## src/rtl/conceal_pkg.sv

```systemverilog
// Shared types for the concealment interpolator.
// Assumes: one decision per emitted sample, chosen per channel lane.
package conceal_pkg;
    localparam int STAT_W = 2;

    typedef enum logic [1:0] {
        ACT_PASS   = 2'd0,
        ACT_INTERP = 2'd1,
        ACT_HOLD   = 2'd2
    } conceal_act_e;
endpackage

```

## src/rtl/conceal_lane.sv

```systemverilog
// One channel's concealment state: a one-sample lookahead register and the
// last good value. When the next sample of this channel is taken, the pending
// sample is resolved (pass, interpolate or hold) combinationally.
// Assumes: take is asserted only for samples of this lane's channel.
module conceal_lane
    import conceal_pkg::*;
#(
    parameter int DATA_W = 16
) (
    input  logic              clk,
    input  logic              rst_n,
    input  logic              take,
    input  logic [DATA_W-1:0] smp,
    input  logic              err,
    input  logic              raw,
    output logic              fire,
    output logic [DATA_W-1:0] res,
    output conceal_act_e      act
);
    localparam int SUM_W = DATA_W + 1;

    logic              pend_v;
    logic              pend_err;
    logic [DATA_W-1:0] pend_val;
    logic [DATA_W-1:0] last_good;
    logic [SUM_W-1:0]  mid_sum;

    // Sign-extended sum; dropping bit 0 is the arithmetic shift right by one.
    assign mid_sum = {last_good[DATA_W-1], last_good} + {smp[DATA_W-1], smp};

    // Resolve the pending sample once its successor's flag is known.
    always_comb begin
        fire = take && pend_v;
        if (!pend_err || raw) begin
            act = ACT_PASS;
            res = pend_val;
        end else if (err) begin
            act = ACT_HOLD;
            res = last_good;
        end else begin
            act = ACT_INTERP;
            res = mid_sum[SUM_W-1:1];
        end
    end

    // Advance the lookahead slot and remember the newest good value.
    always_ff @(posedge clk) begin
        if (!rst_n) begin
            pend_v    <= 1'b0;
            pend_err  <= 1'b0;
            pend_val  <= '0;
            last_good <= '0;
        end else if (take) begin
            pend_v   <= 1'b1;
            pend_err <= err;
            pend_val <= smp;
            if (pend_v && !pend_err)
                last_good <= pend_val;
        end
    end

    // a taken sample is always pending afterwards.
    p_pending_after_take_r1: assert property (@(posedge clk) disable iff (!rst_n)
        take |=> pend_v);

    // the held value is 0 until a good sample has been resolved.
    p_hold_zero_before_good_r7: assert property (@(posedge clk) disable iff (!rst_n)
        (!pend_v) |-> (last_good == '0));
endmodule

```

## src/rtl/conceal_status_acc.sv

```systemverilog
// Sticky per-frame status: bit0 = interpolation seen, bit1 = hold seen.
// Assumes: frame_start clears first, then same-edge events are counted.
module conceal_status_acc
    import conceal_pkg::*;
(
    input  logic              clk,
    input  logic              rst_n,
    input  logic              frame_start,
    input  logic              ev_interp,
    input  logic              ev_hold,
    output logic [STAT_W-1:0] status
);
    logic [STAT_W-1:0] base;

    // Choose the value events accumulate onto this cycle.
    always_comb base = frame_start ? '0 : status;

    // Accumulate events into the sticky status bits.
    always_ff @(posedge clk) begin
        if (!rst_n)
            status <= '0;
        else
            status <= base | {ev_hold, ev_interp};
    end

    // bits never drop inside a frame.
    p_sticky_bits_r9: assert property (@(posedge clk) disable iff (!rst_n)
        !frame_start |=> ((status | $past(status)) == status));

    // a strobe with no event leaves a clean status.
    p_frame_clear_r10: assert property (@(posedge clk) disable iff (!rst_n)
        (frame_start && !ev_interp && !ev_hold) |=> (status == '0));
endmodule

```

## src/rtl/conceal_interp.sv

```systemverilog
// Stereo concealment interpolator top: routes each input sample to its
// channel lane, registers whichever lane resolves a sample, and gathers the
// per-frame status. Assumes at most one input sample per clock.
module conceal_interp
    import conceal_pkg::*;
#(
    parameter int DATA_W = 16,
    parameter int NUM_CH = 2
) (
    input  logic                                     clk,
    input  logic                                     rst_n,
    input  logic                                     in_valid,
    input  logic [((NUM_CH > 1) ? $clog2(NUM_CH) : 1)-1:0] in_chan,
    input  logic [DATA_W-1:0]                        in_sample,
    input  logic                                     in_err,
    input  logic                                     raw_mode,
    input  logic                                     frame_start,
    output logic                                     out_valid,
    output logic [((NUM_CH > 1) ? $clog2(NUM_CH) : 1)-1:0] out_chan,
    output logic [DATA_W-1:0]                        out_sample,
    output logic [STAT_W-1:0]                        conceal_status
);
    localparam int CH_W = (NUM_CH > 1) ? $clog2(NUM_CH) : 1;

    logic [NUM_CH-1:0] fire_vec;
    logic [DATA_W-1:0] res_vec [NUM_CH];
    conceal_act_e      act_vec [NUM_CH];
    logic              any_fire;
    logic [CH_W-1:0]   sel_ch;
    logic [DATA_W-1:0] sel_res;
    logic              ev_interp;
    logic              ev_hold;

    for (genvar g = 0; g < NUM_CH; g++) begin : g_lane
        conceal_lane #(.DATA_W(DATA_W)) lane_i (
            .clk  (clk),
            .rst_n(rst_n),
            .take (in_valid && (in_chan == CH_W'(g))),
            .smp  (in_sample),
            .err  (in_err),
            .raw  (raw_mode),
            .fire (fire_vec[g]),
            .res  (res_vec[g]),
            .act  (act_vec[g])
        );
    end

    // Pick the resolving lane and derive this cycle's status events.
    always_comb begin
        any_fire  = 1'b0;
        sel_ch    = '0;
        sel_res   = '0;
        ev_interp = 1'b0;
        ev_hold   = 1'b0;
        for (int i = 0; i < NUM_CH; i++) begin
            if (fire_vec[i]) begin
                any_fire  = 1'b1;
                sel_ch    = CH_W'(i);
                sel_res   = res_vec[i];
                ev_interp = (act_vec[i] == ACT_INTERP);
                ev_hold   = (act_vec[i] == ACT_HOLD);
            end
        end
    end

    // Register the resolved sample onto the output port.
    always_ff @(posedge clk) begin
        if (!rst_n) begin
            out_valid  <= 1'b0;
            out_chan   <= '0;
            out_sample <= '0;
        end else begin
            out_valid <= any_fire;
            if (any_fire) begin
                out_chan   <= sel_ch;
                out_sample <= sel_res;
            end
        end
    end

    conceal_status_acc status_i (
        .clk        (clk),
        .rst_n      (rst_n),
        .frame_start(frame_start),
        .ev_interp  (ev_interp),
        .ev_hold    (ev_hold),
        .status     (conceal_status)
    );

    // an output is only ever produced by an accepted input.
    p_out_follows_in_r1: assert property (@(posedge clk) disable iff (!rst_n)
        out_valid |-> $past(in_valid));

    // only the addressed lane may resolve in a cycle.
    p_single_lane_r2: assert property (@(posedge clk) disable iff (!rst_n)
        $onehot0(fire_vec));

    // raw mode never produces a concealment event.
    p_raw_no_event_r8: assert property (@(posedge clk) disable iff (!rst_n)
        raw_mode |-> (!ev_interp && !ev_hold));
endmodule

```

## config.mk

```make
export PLATFORM = sky130hd
export DESIGN_NAME = conceal_interp
export DESIGN_NICKNAME = d
export VERILOG_FILES = /design/src/rtl/conceal_pkg.sv /design/src/rtl/conceal_lane.sv /design/src/rtl/conceal_status_acc.sv /design/src/rtl/conceal_interp.sv
export SDC_FILE = /design/constraint.sdc
export NUM_CORES = 1
export LEC_CHECK = 0
export ABC_AREA = 0
export BUFFER_PORTS_ARGS = -buffer_cell sky130_fd_sc_hd__buf_2
export CAP_MARGIN = 20
export CORE_UTILIZATION = 30
export CTS_CLUSTER_SIZE = 28
export DETAILED_ROUTE_END_ITERATION = 8
export MAX_ROUTING_LAYER = met4
export PLACE_DENSITY = 0.45
export SLEW_MARGIN = 20
export SYNTH_ARGS = -nofsm -noshare
export SYNTH_HDL_FRONTEND = slang
export SYNTH_SLANG_ARGS = --single-unit
```

## constraint.sdc

```tcl
create_clock -name clk -period 2.5 [get_ports clk]
set_input_delay 0.25 -clock clk [delete_from_list [all_inputs] [get_ports clk]]
set_output_delay 0.25 -clock clk [all_outputs]
set_load 0.01 [all_outputs]
```

==> results of run 1 <==
-- cells by family after synthesis --
logic type	Yosys count	share of synthesized area [%]
simple gates	255	21.06
compound gates	231	28.53
mux	3	0.5837
flops	88	34.24
buf+inv	53	3.940
fa+ha+maj	32	8.074
xor+xnor	21	3.575
-- synthesized netlist by cell type (all sizes together), types with 3 or more instances --
cell,count,area share [%]
o21ai,25,2.4
a21oi,110,11
o211ai,18,2.6
ha,30,7.3
a222oi,4,0.78
a31o,4,0.68
o21bai,3,0.44
nor2b,6,0.73
buf,9,0.73
xor2,10,1.7
nand3,11,1.1
nand3b,3,0.44
inv,12,0.88
nand2b,9,1.1
clkbuf,32,2.3
mux2i,3,0.58
nor2,35,2.6
a31oi,11,1.3
a211oi,10,1.5
and3,7,0.85
xnor2,11,1.9
or3,3,0.36
nor4b,3,0.51
a21o,8,1.2
nand2,167,12
o21a,4,0.58
nor3,5,0.49
dfxtp,88,34
a221oi,8,1.6
o22ai,4,0.49
-- layout by cell type (no fill, tap or decap), types with 2 or more instances in the layout --
cell type / instances
sky130_fd_sc_hd__a2111oi_0: 2
sky130_fd_sc_hd__a211oi_1: 10
sky130_fd_sc_hd__a21o_1: 8
sky130_fd_sc_hd__a21oi_1: 107
sky130_fd_sc_hd__a21oi_2: 3
sky130_fd_sc_hd__a221o_1: 2
sky130_fd_sc_hd__a221oi_1: 6
sky130_fd_sc_hd__a222oi_1: 4
sky130_fd_sc_hd__a31o_2: 4
sky130_fd_sc_hd__a31oi_1: 11
sky130_fd_sc_hd__and3_1: 7
sky130_fd_sc_hd__buf_2: 42
sky130_fd_sc_hd__buf_4: 40
sky130_fd_sc_hd__clkbuf_16: 9
sky130_fd_sc_hd__clkbuf_8: 3
sky130_fd_sc_hd__dfxtp_1: 87
sky130_fd_sc_hd__ha_1: 30
sky130_fd_sc_hd__inv_1: 11
sky130_fd_sc_hd__mux2i_1: 3
sky130_fd_sc_hd__nand2_1: 167
sky130_fd_sc_hd__nand2b_1: 9
sky130_fd_sc_hd__nand3_1: 11
sky130_fd_sc_hd__nand3b_1: 3
sky130_fd_sc_hd__nand4_1: 2
sky130_fd_sc_hd__nor2_1: 35
sky130_fd_sc_hd__nor2b_1: 6
sky130_fd_sc_hd__nor3_1: 5
sky130_fd_sc_hd__nor4b_1: 3
sky130_fd_sc_hd__o2111ai_1: 2
sky130_fd_sc_hd__o211ai_1: 18
sky130_fd_sc_hd__o21a_1: 4
sky130_fd_sc_hd__o21ai_0: 25
sky130_fd_sc_hd__o21bai_1: 3
sky130_fd_sc_hd__o22ai_1: 4
sky130_fd_sc_hd__o2bb2ai_1: 2
sky130_fd_sc_hd__o31ai_1: 2
sky130_fd_sc_hd__or3_1: 3
sky130_fd_sc_hd__xnor2_1: 11
sky130_fd_sc_hd__xor2_1: 10
-- final timing paths --
| path | from | to | slack [ns] | depth (start not counted) |
|---|---|---|---|---|
| hold / removal | in_sample[13] | g_lane[1].lane_i.pend_val[13] | 0.19 | 3 |
| setup reg to reg | g_lane[1].lane_i.last_good[0] | out_sample[13] | 0.07 | 10 |
| setup / recovery | g_lane[1].lane_i.last_good[0] | out_sample[13] | 0.07 | 10 |
| hold reg to reg | g_lane[0].lane_i.pend_val[2] | g_lane[0].lane_i.pend_val[2] | 0.47 | 2 |
-- layout make-up --
| class | count | area, um^2 | area share, % |
|---|---|---|---|
| Clock buffer | 12 | 266.5 | 4.353 |
| Clock inverter | 4 | 51.30 | 0.8379 |
| Inverter | 12 | 45.04 | 0.7357 |
| Multi-Input combinational cell | 542 | 3211 | 52.44 |
| Sequential cell | 88 | 1763 | 28.80 |
| Tap cell | 220 | 275.3 | 4.496 |
| Timing Repair Buffer | 82 | 510.5 | 8.338 |
-- power groups by stage --
stage / logic [uW] / registers, uW / clock network, uW
after floorplan: 221 / 1490 / 0
after global placement: 375 / 1500 / 0
after detailed placement: 377 / 1500 / 0
after CTS: 378 / 1470 / 1490
after global routing: 419 / 1470 / 1530
final: 380 / 1470 / 1450
-- per-stage QoR --
stage	utilization, %	cell area, um^2
final	36.79	6122
after detailed placement	34.64	5766
after global placement	34.64	5766
after CTS	36.55	6083
after global routing	36.79	6122
after floorplan	-	5145
-- repair_timing --
| action | in CTS | in global routing |
|---|---|---|
| hold buffers | 0 | 0 |
| resized for setup | 0 | 7 |
| setup buffers | 0 | 1 |
| endpoints found under the setup margin | 0 | 7 |
| endpoints found under the hold margin | 0 | 0 |
-- critical path: cells and delay by family, from the launching register on --
family,cells,cell delay [ns]
adders and majority gates,1,0.34
and+or+nand+nor,1,0.13
DFF,1,0.32
buffers and inverters,1,0.17
xor gates and xnor gates,1,0.15
AOI/OAI and AO/OA,6,1.20
-- registers in the layout (all words and copies together) (netlist names) --
| name | count |
|---|---|
| out_sample | 16 |
| g_lane.lane_i.last_good | 32 |
| out_chan | 1 |
| out_valid | 1 |
| status_i.status | 2 |
| g_lane.lane_i.pend_val | 32 |
| g_lane.lane_i.pend_v | 2 |
| g_lane.lane_i.pend_err | 2 |
-- per-layer routing --
layer	vias up	share of wire, %	global-route usage (%)	routed length (um)
met5	-	0	-	0
met4	0	3.3	8.557	605
met3	32	5.3	4.674	955
met2	145	46	33.07	8229
met1	2456	46	27.11	8283
li1	2541	-	-	-
==> results.py, run 1 <==
metrics = {
    "power_and_ir_drop": {
        "internal_dissipation_uw": 2430,
        "switching_share_pct": 26.27,
        "combinationalPowerShare_pct": 11.5,
        "leakage_uw": 0.002383,
        "vdd_ir_drop_max_uv": 332.3,
        "power_uw": 3295,
        "switchingPower_uw": 865.5,
        "power.density_nw_per_um2": 538.3,
        "pwr-share-seq_pct": 44.5,
        "power.clock.fraction_pct": 43.9,
    },
    "worst_setup_path": {
        "cp_data_required_time_ns": 2.74,
        "crit_path_end_kind": "register",
        "critical_path_class": "reg2reg",
        "worst_setup_path_start_kind": "register",
        "cp_cell_sequence": "and2_4, fa_2, a21o_1, a221oi_4, a21boi_2, o32ai_4, buf_4, o21bai_1, xnor2_1, o22ai_1",
        "worst_ep_arrival_time_ns": 2.66,
        "maximum_fanout_count_along_the_critical_path": 3,
        "worst_path_max_delay_cell": "sky130_fd_sc_hd__fa_2",
        "critical-path-max-stage-delay_ns": 0.34,
    },
    "placement": {
        "port_buffers": 42,
        "dpl.cell_count": 943,
        "gpl.final_weighted_congestion": 0.9098,
        "dp_hpwl_um": 13180,
        "place_ws_ns": -0.005991,
    },
    "timing": {
        "layout_worst_path_cycle_share_pct": 97.10,
        "slew_headroom_pct": 35.70,
        "final.setup.worst_slack_ns": 0.07239,
        "final.hold.worst_slack_ns": 0.1948,
        "setup_tns_ns": 0,
        "slew_violations": 0,
        "timing_hold_violations_final": 0,
        "rsz0062_at_grt": "yes",
        "post-route-min-period_ns": 2.428,
        "clock.fmax_mhz": 411.9,
        "tightestPinTransition_ns": 0.9610,
        "worst_clock_skew_ns": 0.008677,
        "finalSetupViolCount": 0,
    },
    "route": {
        "first_iter_violations": 429,
        "detail_route.first_pass.iterations": 5,
        "vias": 5174,
        "routed_wirelength_um": 18070,
        "vias_per_cell": 5.390,
        "drcViolationCount": 0,
        "antenna_violating_nets_post_route": 0,
        "routedWlPerCell_um": 18.83,
    },
    "grt": {
        "globalRouteOverflowTotal": 0,
        "grt_pass1_wl_um": 27870,
        "vias_in_the_first_global_route": 5025,
        "grt_antenna_before_repair": 0,
        "largest_net_degree_at_the_start_of_global_routing": 31,
        "track_usage_pct": 21.45,
    },
    "clock_tree": {
        "cts.sinks": 88,
        "clock-root-buffer": "sky130_fd_sc_hd__clkbuf_16",
        "tritoncts": "done",
        "cts-buffers-inserted": 9,
        "clkTransAtPathRegs_ns": 0.07,
        "cts-root-to-sink-buffers": 2,
        "clkLatencyLatePin_ns": 0.36,
        "cts_max_level": 3,
    },
    "floorplan": {
        "design.die.area_um2": 17680,
        "die_height_um": 133.0,
        "placementRows": 47,
        "io-pin-count": 43,
        "initial_core_util_pct": 30.91,
        "core-area_um2": 16640,
        "die_width_um": 133.0,
    },
    "finish": {
        "area_grow_syn2layout_pct": 18.99,
        "fin_cells": 960,
        "final.fill_count": 1759,
        "fraction_of_layout_cells_with_a_size_suffix_above_1_pct": 15.54,
        "antennaDiodeCount": 0,
        "fin_nets": 790,
    },
    "synth": {
        "postSynthCellCount": 683,
        "synthArstFlopShare_pct": 0,
        "primary_flip_flop_cell_chosen_by_synthesis_mapping": "sky130_fd_sc_hd__dfxtp_1",
        "synth-seq-cells": 88,
        "syn_avg_cell_area_um2": 7.533,
        "postSynthNetCount": 738,
        "synth_seq_area_share_pct": 34.24,
        "synth-warning-count": 0,
        "synth.distinct_cells": 55,
        "synth.cell_area_um2": 5145,
        "number_of_synthesized_flops_with_an_enable_pin": 0,
    },
    "run_status": {
        "outcome": "complete, no violations",
    },
    "run": {
        "cap_viol_max_count": 0,
    },
    "worst_hold_path": {
        "timing.hold.worst.class": "in2reg",
    },
}
(Power assumes the default switching activity.)
==> run 2, diff against run 1 <==
--- a/config.mk
+++ b/config.mk
@@ -13,6 +13,7 @@
 export DETAILED_ROUTE_END_ITERATION = 8
 export MAX_ROUTING_LAYER = met4
 export PLACE_DENSITY = 0.45
+export REMOVE_ABC_BUFFERS = 1
 export SLEW_MARGIN = 20
 export SYNTH_ARGS = -nofsm -noshare
 export SYNTH_HDL_FRONTEND = slang
==> run 2 against run 1 <==
Combinational power increased by 2%. Routed wire length increased by 0.75%. Largest power group unchanged. Clock power decreased by 6%. Via count decreased by 0.19%. Largest cell class unchanged.
==> results.py, run 2 (synthesis results as in run 1) <==
metrics = {
    "worst_hold_path": {
        "timing.hold.worst.class": "in2reg",
    },
    "timing": {
        "tightestPinTransition_ns": 1.015,
        "clock.fmax_mhz": 402.7,
        "slew_violations": 0,
        "post-route-min-period_ns": 2.483,
        "layout_worst_path_cycle_share_pct": 99.33,
        "slew_headroom_pct": 32.36,
        "rsz0062_at_grt": "yes",
        "timing_hold_violations_final": 0,
        "final.setup.worst_slack_ns": 0.01683,
        "finalSetupViolCount": 0,
        "worst_clock_skew_ns": 0.006706,
        "setup_tns_ns": 0,
    },
    "grt": {
        "track_usage_pct": 22.19,
        "grt_met1_use_pct": 28.84,
        "largest_net_degree_at_the_start_of_global_routing": 39,
        "grt_util_met2_pct": 34.96,
        "top_usage_layer": "met2",
        "gr-usage-met3_pct": 3.410,
        "globalRouteOverflowTotal": 0,
        "grt_pass1_wl_um": 28950,
        "vias_in_the_first_global_route": 5083,
        "grt_antenna_before_repair": 0,
    },
    "worst_setup_path": {
        "worst_path_max_delay_cell": "sky130_fd_sc_hd__fa_2",
        "worst_ep_arrival_time_ns": 2.68,
        "regToRegStartpoint": "g_lane[1].lane_i.last_good[0]",
        "critical-path-max-stage-delay_ns": 0.38,
        "worstRegToRegCells": 9,
        "timing.critical_path.from": "g_lane[1].lane_i.last_good[0]",
        "critical_path_class": "reg2reg",
        "cp_data_required_time_ns": 2.70,
        "crit_end": "out_sample[11]",
        "crit_path_end_kind": "register",
        "worstReg2RegEnd": "out_sample[11]",
        "maximum_fanout_count_along_the_critical_path": 4,
        "cp_cell_sequence": "and2_4, fa_2, a21o_1, a221oi_4, a21boi_2, o32ai_4, xnor2_2, a221oi_2, nor2_1",
        "worst_setup_path_start_kind": "register",
        "r2r_slack_ns": 0.02,
    },
    "finish": {
        "area_grow_syn2layout_pct": 18.77,
        "fin_cells": 961,
        "layout_common_cells": "sky130_fd_sc_hd__nand2_1 (167), sky130_fd_sc_hd__a21oi_1 (107), sky130_fd_sc_hd__dfxtp_1 (86)",
        "fin_nets": 792,
        "final.fill_count": 1745,
        "antennaDiodeCount": 0,
        "top_regs": "g_lane.lane_i.last_good: 32 flops, g_lane.lane_i.pend_val: 32 flops, out_sample: 16 flops",
        "layout.cells.most_common": "sky130_fd_sc_hd__nand2_1",
        "fraction_of_layout_cells_with_a_size_suffix_above_1_pct": 15.52,
    },
    "clock_tree": {
        "clkLatencyLatePin_ns": 0.35,
        "clock-root-buffer": "sky130_fd_sc_hd__clkbuf_16",
        "cts-buffers-inserted": 9,
        "cts.sinks": 88,
        "tritoncts": "done",
        "cts-root-to-sink-buffers": 2,
        "cts_max_level": 3,
        "post_cts_hold_buffer_count": 0,
        "clkTransAtPathRegs_ns": 0.06,
    },
    "floorplan": {
        "io-pin-count": 43,
        "die_height_um": 133.0,
        "die_width_um": 133.0,
        "core-area_um2": 16640,
        "design.die.area_um2": 17680,
        "placementRows": 47,
        "initial_core_util_pct": 30.91,
    },
    "run": {
        "cap_viol_max_count": 0,
    },
    "route": {
        "routed_wirelength_um": 18210,
        "drcViolationCount": 0,
        "routedWlPerCell_um": 18.95,
        "detail_route.first_pass.iterations": 5,
        "antenna_violating_nets_post_route": 0,
        "first_iter_violations": 387,
        "vias_per_cell": 5.374,
        "vias": 5164,
    },
    "power_and_ir_drop": {
        "leakage_uw": 0.002384,
        "vdd_ir_drop_max_uv": 406.9,
        "power_uw": 3218,
        "power.density_nw_per_um2": 526.6,
    },
    "placement": {
        "gpl.final_weighted_congestion": 0.8657,
        "place_ws_ns": -0.03366,
        "port_buffers": 42,
        "dpl.cell_count": 945,
        "dp_hpwl_um": 13400,
    },
    "run_status": {
        "outcome": "complete, no violations",
    },
}
-- run 2: what timing repair did --
action / 4_1_cts / 5_1_grt
endpoints found under the setup margin: 0 / 7
setup buffers: 0 / 1
resized for setup: 0 / 9
-- run 2: routing by layer --
metal  vias up  part of all wire (%)
li1       2550                     -
met2       126                    46
met1      2464                    48
met4         0                   2.5
met3        24                   3.6
met5         -                     0
-- run 2: through the flow --
step                utilization, %  hold WS [ns]  instance area (um^2)
CTS                          36.47        0.1643                  6070
finish                       36.72        0.1769                  6111
detailed placement           34.73        0.4622                  5781
global placement             34.73        0.4534                  5781
global route                 36.72        0.1871                  6111
floorplan                        -        0.3669                  4987
-- run 2: power breakdown --
part / internal (uW) / switching [uW] / leakage, uW
logic: 135 / 251 / 0.00153
clock network: 796 / 569 / 0.000139
registers: 1440 / 27.7 / 0.000715
total: 2370 / 847 / 0.00238
-- run 2: layout make-up --
class                           instances  area [um^2]  area share (%)
Tap cell                              220        275.3           4.505
Sequential cell                        88         1764           28.87
Multi-Input combinational cell        542         3212           52.56
Timing Repair Buffer                   84        525.5           8.600
Clock buffer                           12        246.5           4.034
Inverter                               12        45.04          0.7371
Clock inverter                          3        42.54          0.6962
-- run 2: critical path: cells and delay by family, from the launching register on --
| kind | cells | cell delay (ns) |
|---|---|---|
| DFF | 1 | 0.33 |
| xor gates and xnor gates | 1 | 0.12 |
| adders and majority gates | 1 | 0.38 |
| AOI/OAI and AO/OA | 5 | 1.30 |
| and+or+nand+nor | 2 | 0.21 |
-- run 2: how the worst min path moves through the flow --
stage,from,endpoint,cells after the start,slack [ns]
after floorplan,rst_n,out_sample[8],1,0.37
after global placement,g_lane[0].lane_i.pend_val[6],g_lane[0].lane_i.last_good[6],2,0.45
after detailed placement,g_lane[0].lane_i.pend_val[6],g_lane[0].lane_i.last_good[6],2,0.46
final,in_sample[0],g_lane[1].lane_i.pend_val[0],3,0.18
after CTS,in_sample[0],g_lane[1].lane_i.pend_val[0],3,0.16
after global routing,in_sample[0],g_lane[1].lane_i.pend_val[0],3,0.19
